## src/rtl/vic_pkg.sv

```systemverilog
package vic_pkg;
  typedef enum logic [1:0] {
    HS_IDLE    = 2'd0,
    HS_PRESENT = 2'd1,
    HS_WAIT    = 2'd2
  } hs_state_e;

  localparam logic [1:0] PAGE_CTRL = 2'd0;
  localparam logic [1:0] PAGE_LVL  = 2'd1;
  localparam logic [1:0] PAGE_HDL  = 2'd2;

  localparam int CTRL_ENABLE  = 0;
  localparam int CTRL_DEFAULT = 1;
  localparam int CTRL_EOS     = 2;
  localparam int CTRL_STATUS  = 3;
endpackage

```

## src/rtl/irq_pick.sv

```systemverilog
module irq_pick #(
  parameter int NSRC   = 16,
  parameter int PRIO_W = 4,
  localparam int IDX_W = $clog2(NSRC)
) (
  input  logic [NSRC-1:0]        cand,
  input  logic [NSRC*PRIO_W-1:0] lvl_flat,
  output logic                   any,
  output logic [IDX_W-1:0]       win_idx
);
  logic [PRIO_W-1:0] best;

  // Strict comparison keeps the lowest index on a tie.
  always_comb begin
    any     = 1'b0;
    win_idx = '0;
    best    = '0;
    for (int i = 0; i < NSRC; i++) begin
      if (cand[i] && (!any || lvl_flat[i*PRIO_W +: PRIO_W] > best)) begin
        any     = 1'b1;
        win_idx = IDX_W'(i);
        best    = lvl_flat[i*PRIO_W +: PRIO_W];
      end
    end
  end
endmodule

```

## src/rtl/irq_lvl_stack.sv

```systemverilog
module irq_lvl_stack #(
  parameter int DEPTH  = 16,
  parameter int PRIO_W = 4,
  parameter int IDX_W  = 4,
  localparam int CNT_W = $clog2(DEPTH + 1),
  localparam int PTR_W = $clog2(DEPTH)
) (
  input  logic              clk,
  input  logic              rst_n,
  input  logic              push,
  input  logic [PRIO_W-1:0] push_lvl,
  input  logic [IDX_W-1:0]  push_idx,
  input  logic              pop,
  output logic              empty,
  output logic [CNT_W-1:0]  count,
  output logic [PRIO_W-1:0] top_lvl,
  output logic [IDX_W-1:0]  top_idx
);
  logic [PRIO_W-1:0] lvl_q [DEPTH];
  logic [IDX_W-1:0]  idx_q [DEPTH];
  logic [CNT_W-1:0]  cnt_q, cnt_d;
  logic              do_pop, do_push;
  logic [PTR_W-1:0]  wr_ptr, top_ptr;

  always_comb begin
    do_pop  = pop && (cnt_q != '0);
    do_push = push && ((cnt_q != CNT_W'(DEPTH)) || do_pop);
    cnt_d   = cnt_q;
    if (do_push && !do_pop) cnt_d = cnt_q + 1'b1;
    if (do_pop && !do_push) cnt_d = cnt_q - 1'b1;
    wr_ptr  = PTR_W'(cnt_q - CNT_W'(do_pop));
    top_ptr = PTR_W'(cnt_q - 1'b1);
  end

  always_ff @(posedge clk or negedge rst_n) begin
    if (!rst_n) begin
      cnt_q <= '0;
      for (int e = 0; e < DEPTH; e++) begin
        lvl_q[e] <= '0;
        idx_q[e] <= '0;
      end
    end else begin
      cnt_q <= cnt_d;
      if (do_push) begin
        lvl_q[wr_ptr] <= push_lvl;
        idx_q[wr_ptr] <= push_idx;
      end
    end
  end

  assign empty   = (cnt_q == '0);
  assign count   = cnt_q;
  assign top_lvl = empty ? '0 : lvl_q[top_ptr];
  assign top_idx = empty ? '0 : idx_q[top_ptr];

  // a push never meets a full stack that is not also popping
  a_r6_no_overflow: assert property (@(posedge clk) disable iff (!rst_n)
    push |-> (cnt_q != CNT_W'(DEPTH)) || pop);
  // nested entries are strictly more urgent than the one below
  a_r10_nest_strict: assert property (@(posedge clk) disable iff (!rst_n)
    (push && !pop && cnt_q != '0) |-> (push_lvl > top_lvl));
  // a lone pop on a non-empty stack lowers the depth by one
  a_r7_pop_shrinks: assert property (@(posedge clk) disable iff (!rst_n)
    (pop && !push && cnt_q != '0) |=> (cnt_q == $past(cnt_q) - 1'b1));
endmodule

```

## src/rtl/irq_cfg_regs.sv

```systemverilog
module irq_cfg_regs
  import vic_pkg::*;
#(
  parameter int NSRC    = 16,
  parameter int PRIO_W  = 4,
  parameter int DATA_W  = 32,
  parameter int BADDR_W = 6,
  parameter int CNT_W   = 5,
  localparam int IDX_W  = $clog2(NSRC)
) (
  input  logic                   clk,
  input  logic                   rst_n,
  input  logic                   bus_wr,
  input  logic                   bus_rd,
  input  logic [BADDR_W-1:0]     bus_addr,
  input  logic [DATA_W-1:0]      bus_wdata,
  output logic [DATA_W-1:0]      bus_rdata,
  input  logic [CNT_W-1:0]       stk_count,
  input  logic [IDX_W-1:0]       stk_top_idx,
  output logic [NSRC-1:0]        en_mask,
  output logic [DATA_W-1:0]      dflt_addr,
  output logic [NSRC*PRIO_W-1:0] lvl_flat,
  output logic [NSRC*DATA_W-1:0] hdl_flat,
  output logic                   eos_pulse
);
  logic [1:0]        page;
  logic [IDX_W-1:0]  slot;
  logic              wr_en, wr_dflt, wr_lvl, wr_hdl;
  logic [DATA_W-1:0] rd_d, rd_q;

  assign page    = bus_addr[BADDR_W-1 -: 2];
  assign slot    = bus_addr[IDX_W-1:0];
  assign wr_en   = bus_wr && page == PAGE_CTRL && slot == IDX_W'(CTRL_ENABLE);
  assign wr_dflt = bus_wr && page == PAGE_CTRL && slot == IDX_W'(CTRL_DEFAULT);
  assign eos_pulse = bus_wr && page == PAGE_CTRL && slot == IDX_W'(CTRL_EOS);
  assign wr_lvl  = bus_wr && page == PAGE_LVL;
  assign wr_hdl  = bus_wr && page == PAGE_HDL;

  always_ff @(posedge clk or negedge rst_n) begin
    if (!rst_n) begin
      en_mask   <= '0;
      dflt_addr <= '0;
    end else begin
      if (wr_en)   en_mask   <= bus_wdata[NSRC-1:0];
      if (wr_dflt) dflt_addr <= bus_wdata;
    end
  end

  for (genvar i = 0; i < NSRC; i++) begin : g_src
    always_ff @(posedge clk or negedge rst_n) begin
      if (!rst_n) begin
        lvl_flat[i*PRIO_W +: PRIO_W] <= '0;
        hdl_flat[i*DATA_W +: DATA_W] <= '0;
      end else begin
        if (wr_lvl && slot == IDX_W'(i)) lvl_flat[i*PRIO_W +: PRIO_W] <= bus_wdata[PRIO_W-1:0];
        if (wr_hdl && slot == IDX_W'(i)) hdl_flat[i*DATA_W +: DATA_W] <= bus_wdata;
      end
    end
  end

  always_comb begin
    rd_d = '0;
    case (page)
      PAGE_CTRL: begin
        if (slot == IDX_W'(CTRL_ENABLE))  rd_d = DATA_W'(en_mask);
        if (slot == IDX_W'(CTRL_DEFAULT)) rd_d = dflt_addr;
        if (slot == IDX_W'(CTRL_STATUS)) begin
          rd_d[12:8]      = 5'(stk_count);
          rd_d[IDX_W-1:0] = stk_top_idx;
        end
      end
      PAGE_LVL: rd_d = DATA_W'(lvl_flat[slot*PRIO_W +: PRIO_W]);
      PAGE_HDL: rd_d = hdl_flat[slot*DATA_W +: DATA_W];
      default:  rd_d = '0;
    endcase
  end

  always_ff @(posedge clk or negedge rst_n) begin
    if (!rst_n)      rd_q <= '0;
    else if (bus_rd) rd_q <= rd_d;
  end

  assign bus_rdata = rd_q;
endmodule

```

## src/rtl/vec_irq_ctrl.sv

```systemverilog
module vec_irq_ctrl
  import vic_pkg::*;
#(
  parameter int NSRC    = 16,
  parameter int PRIO_W  = 4,
  parameter int DATA_W  = 32,
  parameter int BADDR_W = 6
) (
  input  logic               clk,
  input  logic               rst_n,
  input  logic [NSRC-1:0]    src_irq,
  output logic               irq_n,
  input  logic               vec_req,
  output logic               vec_vld,
  output logic [DATA_W-1:0]  vec_addr,
  input  logic               vec_ack,
  input  logic               bus_wr,
  input  logic               bus_rd,
  input  logic [BADDR_W-1:0] bus_addr,
  input  logic [DATA_W-1:0]  bus_wdata,
  output logic [DATA_W-1:0]  bus_rdata
);
  localparam int IDX_W = $clog2(NSRC);
  localparam int LVLS  = 1 << PRIO_W;
  localparam int CNT_W = $clog2(LVLS + 1);

  logic [1:0] rst_pipe;
  logic       rst_core_n;

  always_ff @(posedge clk or negedge rst_n) begin
    if (!rst_n) rst_pipe <= 2'b00;
    else        rst_pipe <= {rst_pipe[0], 1'b1};
  end
  assign rst_core_n = rst_pipe[1];

  logic [NSRC-1:0]        en_mask;
  logic [DATA_W-1:0]      dflt_addr;
  logic [NSRC*PRIO_W-1:0] lvl_flat;
  logic [NSRC*DATA_W-1:0] hdl_flat;
  logic                   eos_pulse;
  logic                   stk_empty;
  logic [CNT_W-1:0]       stk_count;
  logic [PRIO_W-1:0]      stk_top_lvl;
  logic [IDX_W-1:0]       stk_top_idx;
  logic [NSRC-1:0]        cand;
  logic                   win_any;
  logic [IDX_W-1:0]       win_idx;

  irq_cfg_regs #(.NSRC(NSRC), .PRIO_W(PRIO_W), .DATA_W(DATA_W),
                 .BADDR_W(BADDR_W), .CNT_W(CNT_W)) u_regs (
    .clk(clk), .rst_n(rst_core_n),
    .bus_wr(bus_wr), .bus_rd(bus_rd), .bus_addr(bus_addr),
    .bus_wdata(bus_wdata), .bus_rdata(bus_rdata),
    .stk_count(stk_count), .stk_top_idx(stk_top_idx),
    .en_mask(en_mask), .dflt_addr(dflt_addr), .lvl_flat(lvl_flat),
    .hdl_flat(hdl_flat), .eos_pulse(eos_pulse)
  );

  for (genvar i = 0; i < NSRC; i++) begin : g_elig
    assign cand[i] = src_irq[i] && en_mask[i] &&
                     (stk_empty || lvl_flat[i*PRIO_W +: PRIO_W] > stk_top_lvl);
  end

  irq_pick #(.NSRC(NSRC), .PRIO_W(PRIO_W)) u_pick (
    .cand(cand), .lvl_flat(lvl_flat), .any(win_any), .win_idx(win_idx)
  );

  // Handshake: next-state logic and registers kept apart.
  hs_state_e         state_q, state_d;
  logic              vld_q, vld_d;
  logic [DATA_W-1:0] addr_q, addr_d;
  logic [IDX_W-1:0]  sel_idx_q, sel_idx_d;
  logic              sel_hit_q, sel_hit_d;
  logic              irq_n_q, irq_n_d;
  logic              push;

  always_comb begin
    state_d   = state_q;
    vld_d     = 1'b0;
    addr_d    = addr_q;
    sel_idx_d = sel_idx_q;
    sel_hit_d = sel_hit_q;
    irq_n_d   = ~|cand;
    case (state_q)
      HS_IDLE: if (vec_req) begin
        state_d   = HS_PRESENT;
        vld_d     = 1'b1;
        sel_idx_d = win_idx;
        sel_hit_d = win_any;
        addr_d    = win_any ? hdl_flat[win_idx*DATA_W +: DATA_W] : dflt_addr;
      end
      HS_PRESENT: state_d = HS_WAIT;
      HS_WAIT:    if (vec_ack) state_d = HS_IDLE;
      default:    state_d = HS_IDLE;
    endcase
  end

  always_ff @(posedge clk or negedge rst_core_n) begin
    if (!rst_core_n) begin
      state_q   <= HS_IDLE;
      vld_q     <= 1'b0;
      addr_q    <= '0;
      sel_idx_q <= '0;
      sel_hit_q <= 1'b0;
      irq_n_q   <= 1'b1;
    end else begin
      state_q   <= state_d;
      vld_q     <= vld_d;
      addr_q    <= addr_d;
      sel_idx_q <= sel_idx_d;
      sel_hit_q <= sel_hit_d;
      irq_n_q   <= irq_n_d;
    end
  end

  assign push     = (state_q == HS_WAIT) && vec_ack && sel_hit_q;
  assign vec_vld  = vld_q;
  assign vec_addr = addr_q;
  assign irq_n    = irq_n_q;

  irq_lvl_stack #(.DEPTH(LVLS), .PRIO_W(PRIO_W), .IDX_W(IDX_W)) u_stack (
    .clk(clk), .rst_n(rst_core_n),
    .push(push), .push_lvl(lvl_flat[sel_idx_q*PRIO_W +: PRIO_W]),
    .push_idx(sel_idx_q), .pop(eos_pulse),
    .empty(stk_empty), .count(stk_count),
    .top_lvl(stk_top_lvl), .top_idx(stk_top_idx)
  );

  // a low request needs an enabled active source one cycle before
  a_r2_irq_has_source: assert property (@(posedge clk) disable iff (!rst_core_n)
    !irq_n |-> $past(|(src_irq & en_mask)));
  // the valid strobe lasts a single cycle
  a_r4_vld_single: assert property (@(posedge clk) disable iff (!rst_core_n)
    vec_vld |=> !vec_vld);
  // a strobe only follows a sampled request
  a_r4_vld_after_req: assert property (@(posedge clk) disable iff (!rst_core_n)
    $rose(vec_vld) |-> $past(vec_req));
  // the presented address holds while waiting for acknowledge
  a_r5_addr_frozen: assert property (@(posedge clk) disable iff (!rst_core_n)
    (state_q == HS_WAIT) |-> $stable(vec_addr));
  // acknowledge arrives only while the controller waits for it
  a_r6_ack_in_wait: assert property (@(posedge clk) disable iff (!rst_core_n)
    vec_ack |-> (state_q == HS_WAIT));
endmodule

```

## config.mk

```make
export PLATFORM = sky130hd
export DESIGN_NAME = vec_irq_ctrl
export DESIGN_NICKNAME = d
export VERILOG_FILES = /design/src/rtl/vic_pkg.sv /design/src/rtl/irq_pick.sv /design/src/rtl/irq_lvl_stack.sv /design/src/rtl/irq_cfg_regs.sv /design/src/rtl/vec_irq_ctrl.sv
export SDC_FILE = /design/constraint.sdc
export NUM_CORES = 2
export LEC_CHECK = 0
export BUFFER_PORTS_ARGS = -buffer_cell sky130_fd_sc_hd__buf_4
export CELL_PAD_IN_SITES_DETAIL_PLACEMENT = 1
export CELL_PAD_IN_SITES_GLOBAL_PLACEMENT = 2
export CORE_UTILIZATION = 25
export CTS_BUF_LIST = sky130_fd_sc_hd__clkbuf_8
export DETAILED_ROUTE_END_ITERATION = 8
export GPL_ROUTABILITY_DRIVEN = 0
export PLACE_DENSITY = 0.53
export SLEW_MARGIN = 25
export SYNTH_ARGS = -nofsm -noshare
export SYNTH_HDL_FRONTEND = slang
export SYNTH_HIERARCHICAL = 1
export SYNTH_SLANG_ARGS = --single-unit
```

## constraint.sdc

```tcl
create_clock -name clk -period 44.5 [get_ports clk]
set_input_delay 8.9 -clock clk [delete_from_list [all_inputs] [get_ports clk]]
set_output_delay 8.9 -clock clk [all_outputs]
set_load 0.005 [all_outputs]
```

### After elaboration in Yosys (flattened, before gate mapping)

Index checks and enable logic that the tools add are counted.

| word-level totals | value |
|---|---|
| input port bits | 60 |
| flip-flop bits (word level) | 832 |
| word-level logic and storage cells | 362 |
| output and inout bits | 66 |

| cells by class | value |
|---|---|
| bitwise logic cells | 2 |
| magnitude comparators | 34 |
| muxes and demuxes | 71 |
| equal/unequal tests | 22 |
| shifts and indexed selects | 4 |
| reduce and logical (&&, ||, !) cells | 151 |
| add/subtract/negate cells | 3 |

Operators by type and width:

| operator | number |
|---|---|
| 512-bit by 10-bit variable part select with 32-bit output | 2 |
| 64-bit bitwise mux | 2 |
| 64-bit by 7-bit variable part select with 4-bit output | 2 |
| 4-bit greater-than comparator | 31 |
| 4-bit two-way mux | 31 |
| 32-bit case mux with 3 select lines | 1 |
| 1-bit logical AND | 92 |
| 32-bit two-way mux | 2 |
| 4-bit binary-select mux with 4-bit select | 2 |
| 4-bit == test (second input constant) | 8 |
| 1-bit logical OR | 32 |
| 1-bit two-way mux | 19 |
| 1-bit zero test | 18 |
| 4-bit demux with 4-bit select | 1 |
| 4-bit by 3-bit == test with 1-bit output (second input constant) | 4 |
| 16-bit two-way mux | 1 |
| 16-bit OR reduction | 1 |
| 5-bit two-way mux | 3 |
| 3-bit two-way mux | 4 |
| 5-bit greater-or-equal comparator (second input constant) | 2 |
| 4-bit NOT with 5-bit output | 2 |
| 4-bit by 2-bit == test with 1-bit output (second input constant) | 2 |
| 2-bit two-way mux | 4 |
| 2-bit case mux with 3 select lines | 1 |
| other kinds (15) | 20 |

### Longest topological paths before layout

| logic depth | value |
|---|---|
| word-level depth | 72 |
| mapped depth | 142 |
| mapped depth without buffers | 135 |

### Modules after synthesis

Netlist, hierarchy kept.

By module, submodules not included:

| module | area an instance (µm²) | cells an instance | instances |
|---|---|---|---|
| irq_cfg_regs | 29861.1 | 1959 | 1 |
| vec_irq_ctrl | 7483.4 | 650 | 1 |
| irq_lvl_stack | 6525.0 | 475 | 1 |
| irq_pick | 3394.5 | 491 | 1 |

### Worst setup path after synthesis

Ideal clock, no wire load.

| timing | value |
|---|---|
| path type | input-to-reg |
| from | input src_irq[0] |
| to | register addr_q[10] (netlist: vec_addr[10]) |
| arrival time | 32067 ps |
| setup time | 77 ps |
| path slack | 12355 ps |
| cell stages on the path | 124 |
| cell sequence | o211ai_1 > a21oi_1 > buf_2 > nand2_1 > ha_1 > a21oi_1 > nand2_1 > o2111a_1 > or2_2 > ha_1 > nand2_1 > o31a_1 > o21a_4 > o31ai_1 > ha_1 > and3b_1 > a2111oi_1 > o21ai_1 > [88 not listed] > a22oi_1 > ha_1 > nor2b_1 > o21ai_0 > nand2b_1 > a21oi_1 > a41oi_1 > o21ai_0 > and2_1 > nand2_1 > or3_1 > nor2b_1 > clkbuf_1 > clkbuf_1 > a22oi_1 > a21oi_1 > a21oi_1 > a21oi_1 |

| between the ends | value |
|---|---|
| longest elaborated chain between the ends | 65 |
| elaborated cells between the ends (all ways) | 110 |
| classes of those cells | order compare: 15; shift: 1; mux: 47; reduce/logical: 47 |

Ends and longest elaborated chain:

| element | line | RTL |
|---|---|---|
| start, declared | vec_irq_ctrl.sv:11 | `input logic [NSRC-1:0] src_irq,` |
| 1-bit logical AND (*) (2 in a row) | vec_irq_ctrl.sv:60 | `assign cand[i] = src_irq[i] && en_mask[i] &&` |
| via cand[0] | vec_irq_ctrl.sv:45 | `logic [NSRC-1:0] cand;` |
| 4-bit two-way mux / 1-bit two-way mux (equally long branches) | irq_pick.sv:19 | `if (cand[i] && (!any \|\| lvl_flat[i*PRIO_W +: PRIO_W] > best)) begin` |
| 4-bit greater-than comparator / 1-bit zero test (equally long branches) | irq_pick.sv:19 |  |
| 1-bit logical OR | irq_pick.sv:19 |  |
| 1-bit logical AND | irq_pick.sv:19 |  |
| 4-bit two-way mux / 1-bit two-way mux (equally long branches) | irq_pick.sv:19 |  |
| 4-bit greater-than comparator / 1-bit zero test (equally long branches) | irq_pick.sv:19 |  |
| [50 not listed] | - |  |
| 4-bit two-way mux / 1-bit two-way mux (equally long branches) | irq_pick.sv:19 |  |
| 4-bit greater-than comparator / 1-bit zero test (equally long branches) | irq_pick.sv:19 |  |
| 1-bit logical OR | irq_pick.sv:19 |  |
| 1-bit logical AND | irq_pick.sv:19 |  |
| 4-bit two-way mux (*) | irq_pick.sv:19 |  |
| via win_idx[3] | vec_irq_ctrl.sv:47 | `logic [IDX_W-1:0] win_idx;` |
| 512-bit by 10-bit variable part select with 32-bit output (*) | vec_irq_ctrl.sv:90 | `addr_d = win_any ? hdl_flat[win_idx*DATA_W +: DATA_W] : dflt_addr;` |
| 32-bit two-way mux (*) | vec_irq_ctrl.sv:90 |  |
| end signal, assigned | vec_irq_ctrl.sv:109 | `addr_q <= addr_d;` |
| end, declared | vec_irq_ctrl.sv:71 | `logic [DATA_W-1:0] addr_q, addr_d;` |

Mark *: on every way through the listed nets, which the timed path passes. The rest lies on a longest branch.
A chain may end at the register's enable or synchronous reset.

### Final worst setup path

| timing | value |
|---|---|
| from | input src_irq[0] |
| to | register addr_q[30] (netlist: vec_addr[30]) |

The elaborated chain is that of the path after synthesis.

==> metrics.md <==
| Metric | Value |
|---|---|
| Largest family of logic cells by synthesized area | `multiplexers` |
| Clock latency on the worst-skew pair | `about 0.9 ns` |
| Clk root buf | `clkbuf_8` |
| Port bufs | `125` |
| Mapped Nets | `3756` |
| Post-DP HPWL | `~110 mm` |
| Crit path kind | `in2reg` |
| Postcts setup bufs | `0` |
| Top-level port count | `126` |
| Netlist cell types | `115` |
| Async set or reset register ratio after synthesis | `1.00` |
| # rows | `between 150 and 200` |
| Max-slew violations | `0` |
| Largest fanout on the critical path | `39` |
| Slew headroom | `0.298` |
| Die W | `437 um` |
| Yosys warns | `6` |
| RSZ-0062 raised after global routing | `no` |
| Area grow syn2layout | `14.4%` |
| Slew @ Worst Pin | `1.05 ns` |
| Hold crit path type | `reg2reg` |
| Worst hold path startpoint | `rst_pipe[0]` |
| Post_cts resized | `0` |
| DRT antenna net count | `0` |
| Initial antenna violation count | `7` |
| Sequential share of the synthesized area | `0.441` |
| Seq pwr share | `0.248` |
| Worst R2R Setup Slack | `~12 ns` |
| CORE AREA | `between 150000 and 200000 um^2` |
| R2R Path End | `vec_addr[30]` |
| Top Family by Delay on Critical Path | `compound AO/OA/AOI/OAI gates` |
| Die Y | `around 440 um` |
| Worst path arrival time | `~37 ns` |
| Number of synthesized flops with an enable pin | `0` |
| Htree depth | `4` |
| Clk slew on worst S/H paths | `around 0.05 ns` |
| P_leak | `between 20 and 25 nW` |
| Pin count of the biggest net entering global routing | `93` |
| Final WL | `roughly 170 mm` |
| Util after Layout | `0.288` |
| Routed vias | `32300` |
| DR vias/cell | `just over 5` |
| Clock buffer depth | `3` |
| Startpoint Class | `primary input` |
| R2R depth | `130` |
| Outcome | `finished, violations left` |
| Pint | `approximately 0.0022 W` |
| Post-synthesis adder-cell area fraction | `0.0323` |
| Minimum clock period | `36.32 ns` |
| Critical path buffer and inverter count | `8` |
| DRC | `6` |
| Non-Filler Instances | `6292` |
| Crit path capture type | `register` |
| Mean Syn Cell Area | `approximately 13 um^2` |
| Placed Instances | `approximately 6000` |
| Tcrit/Tclk final | `0.816` |
| Fmax | `approximately 28 MHz` |
| Hold Path Sink | `rst_pipe[1]` |
| DRT Pass-1 Iters | `9` |
| Wire length of the first global-routing pass | `~260 mm` |
| WHS Path Cells | `0` |
| NetSw | `around 0.0018 W` |
| Maxcap violations | `0` |
| Initial Utilization | `0.252` |
| Xor/xnor share of the synthesized area | `0.00151` |
| Initial drt markers | `roughly 1800` |
| Hold Slack | `0.345 ns` |
| NumNets Final | `3854` |
| Sw Ratio | `0.449` |
| Fraction of synthesized area in multiplexers | `0.347` |
| Setup violators final | `0` |
| Total Neg Setup Slack | `0 ns` |
| Post-Synth Simple-Gate Area | `0.0542` |
| Max Clock Skew | `roughly 0.033 ns` |
| GRT Total Usage | `0.183` |
| TritonCTS clock tree | `yes` |
| Synthesized flop and latch total | `around 830` |
| Ys flop type | `dfrtp_1` |
| Failing checks | `design-rule violations` |
| Complex-gate fraction of the synthesized area | `0.0891` |
| Die ar. | `between 150000 and 200000 um^2` |
| Comb power frac | `0.551` |
| Share of layout cells above drive strength 1 | `0.409` |
| Critical path's slowest cell | `buf_4` |
| Via count of the first global-routing pass | `34700` |
| Overall power | `between 0.003 and 0.004 W` |
| Routed length per instance | `roughly 28 um` |
| Hold Buf Count CTS | `0` |
| Syn Inst Count | `3575` |
| Power density of the placed cells | `72.9 nW/um^2` |
| Syn Std Cell Area | `approximately 47000 um^2` |
| Remaining Overflow, GRT | `0` |
| Final Hold Vio Count | `0` |
| CTS buffer count | `around 160` |
| Power share of the clock group | `0.201` |
| CP peak stage delay | `0.80 ns` |
| Critical Path RT | `about 45 ns` |
| Clock Sink Count | `832` |
| VDD IR-drop max | `between 0.1 and 0.15 mV` |
| Critical register-to-register path startpoint | `u_stack/count[0]` |
[power groups by stage]
| stage | combinational (W) | clock (W) | sequential (W) |
|---|---|---|---|
| after global placement | 0.00219 | 0 | 0.000992 |
| after CTS | 0.00220 | 0.000826 | 0.000983 |
| final | 0.00217 | 0.000793 | 0.000980 |
| after detailed placement | 0.00220 | 0 | 0.000996 |
| after floorplan | 0.00148 | 0 | 0.000949 |
| after global routing | 0.00235 | 0.000854 | 0.000998 |
[synthesized netlist by cell type, drive strengths merged, types with 12 or more instances]
master	count	area, um^2
a22o	12	106
clkbuf	107	408
inv	68	255
o21ai	46	234
a211oi	31	238
nand2b	21	131
nand3	45	225
ha	121	1510
o31ai	14	143
buf	155	1010
dfrtp	831	20800
nor2	122	458
a21oi	170	855
and3	17	106
mux2i	147	1470
nor4	12	105
nand2	119	479
mux2	797	9010
nand4	22	138
a31oi	15	93.8
and2	16	103
o211ai	40	305
mux4	260	5920
a221o	14	140
a22oi	84	636
a2111o	13	146
nor2b	46	295
o22ai	34	219
nor3	17	85.1
or2	13	81.3
[metrics by stage]
| stage | instance area [um^2] | setup slack (ns) |
|---|---|---|
| after floorplan | 47300 | 12.36 |
| after global placement | 50700 | 7.36 |
| after detailed placement | 50700 | 7.06 |
| after CTS | 54000 | 7.88 |
| after global routing | 54100 | 5.61 |
| final | 54100 | 8.18 |
[per-layer routing]
layer	track usage	wire, um
met4	0.0517	4290
met3	0.0254	5670
met2	0.309	86100
met5	0	46
met1	0.242	78100
[placed cells by master (no fill, tap or decap), types with 10 or more instances in the layout]
cell / count
a2111o_1: 13
a211oi_1: 30
a21oi_1: 168
a221o_1: 14
a22o_1: 11
a22oi_1: 83
a31oi_1: 15
and2_1: 12
and3_1: 17
buf_4: 190
clkbuf_8: 217
dfrtp_1: 828
ha_1: 120
inv_1: 118
mux2_1: 15
mux2_2: 773
mux2i_1: 147
mux4_1: 17
mux4_2: 243
nand2_1: 102
nand2_2: 17
nand2b_1: 21
nand3_1: 43
nand4_1: 22
nor2_1: 109
nor2_4: 13
nor2b_1: 43
nor3_1: 17
nor4_1: 10
o211ai_1: 39
o21ai_0: 42
o22ai_1: 32
or2_2: 12
[final cells by class]
type	count	area, um^2
repair buffers	199	1580
clock buffers	217	2990
fillers	20300	134000
multi-input cells	2413	25000
flip-flops and latches	832	20800
diodes	3	7.51
clock inverters	65	322
inverters	68	256
well taps	2495	3120
[sequential cells by signal, indices dropped and copies added (netlist names), 4 cells and up]
| register | flops |
|---|---|
| sel_idx_q | 4 |
| u_regs/bus_rdata | 32 |
| u_regs/dflt_addr | 32 |
| u_regs/en_mask | 16 |
| u_regs/hdl_flat | 512 |
| u_regs/lvl_flat | 64 |
| u_stack/count | 5 |
| u_stack/idx_q | 64 |
| u_stack/lvl_q | 64 |
| vec_addr | 32 |
[worst max-delay path by stage]
stage	slack, ns	endpoint	depth (start not counted)	startpoint
2_1_floorplan	12.36	vec_addr[10]	124	src_irq[0]
3_3_place_gp	7.36	vec_addr[31]	120	src_irq[0]
3_5_place_dp	7.06	vec_addr[31]	120	src_irq[0]
4_1_cts	7.88	vec_addr[31]	120	src_irq[0]
5_1_grt	5.61	vec_addr[22]	120	src_irq[0]
6_report	8.18	vec_addr[30]	120	src_irq[0]
[cell families (layout without fill, tap and decap cells)]
family	after synthesis	after routing
AOI/OAI and AO/OA	589	589
xor gates and xnor gates	6	6
adders and majority gates	122	122
buffers and inverters	330	549
DFF	832	832
muxes	1204	1204
other	1	4
and+or+nand+nor	491	491
(Power assumes the default switching activity.)
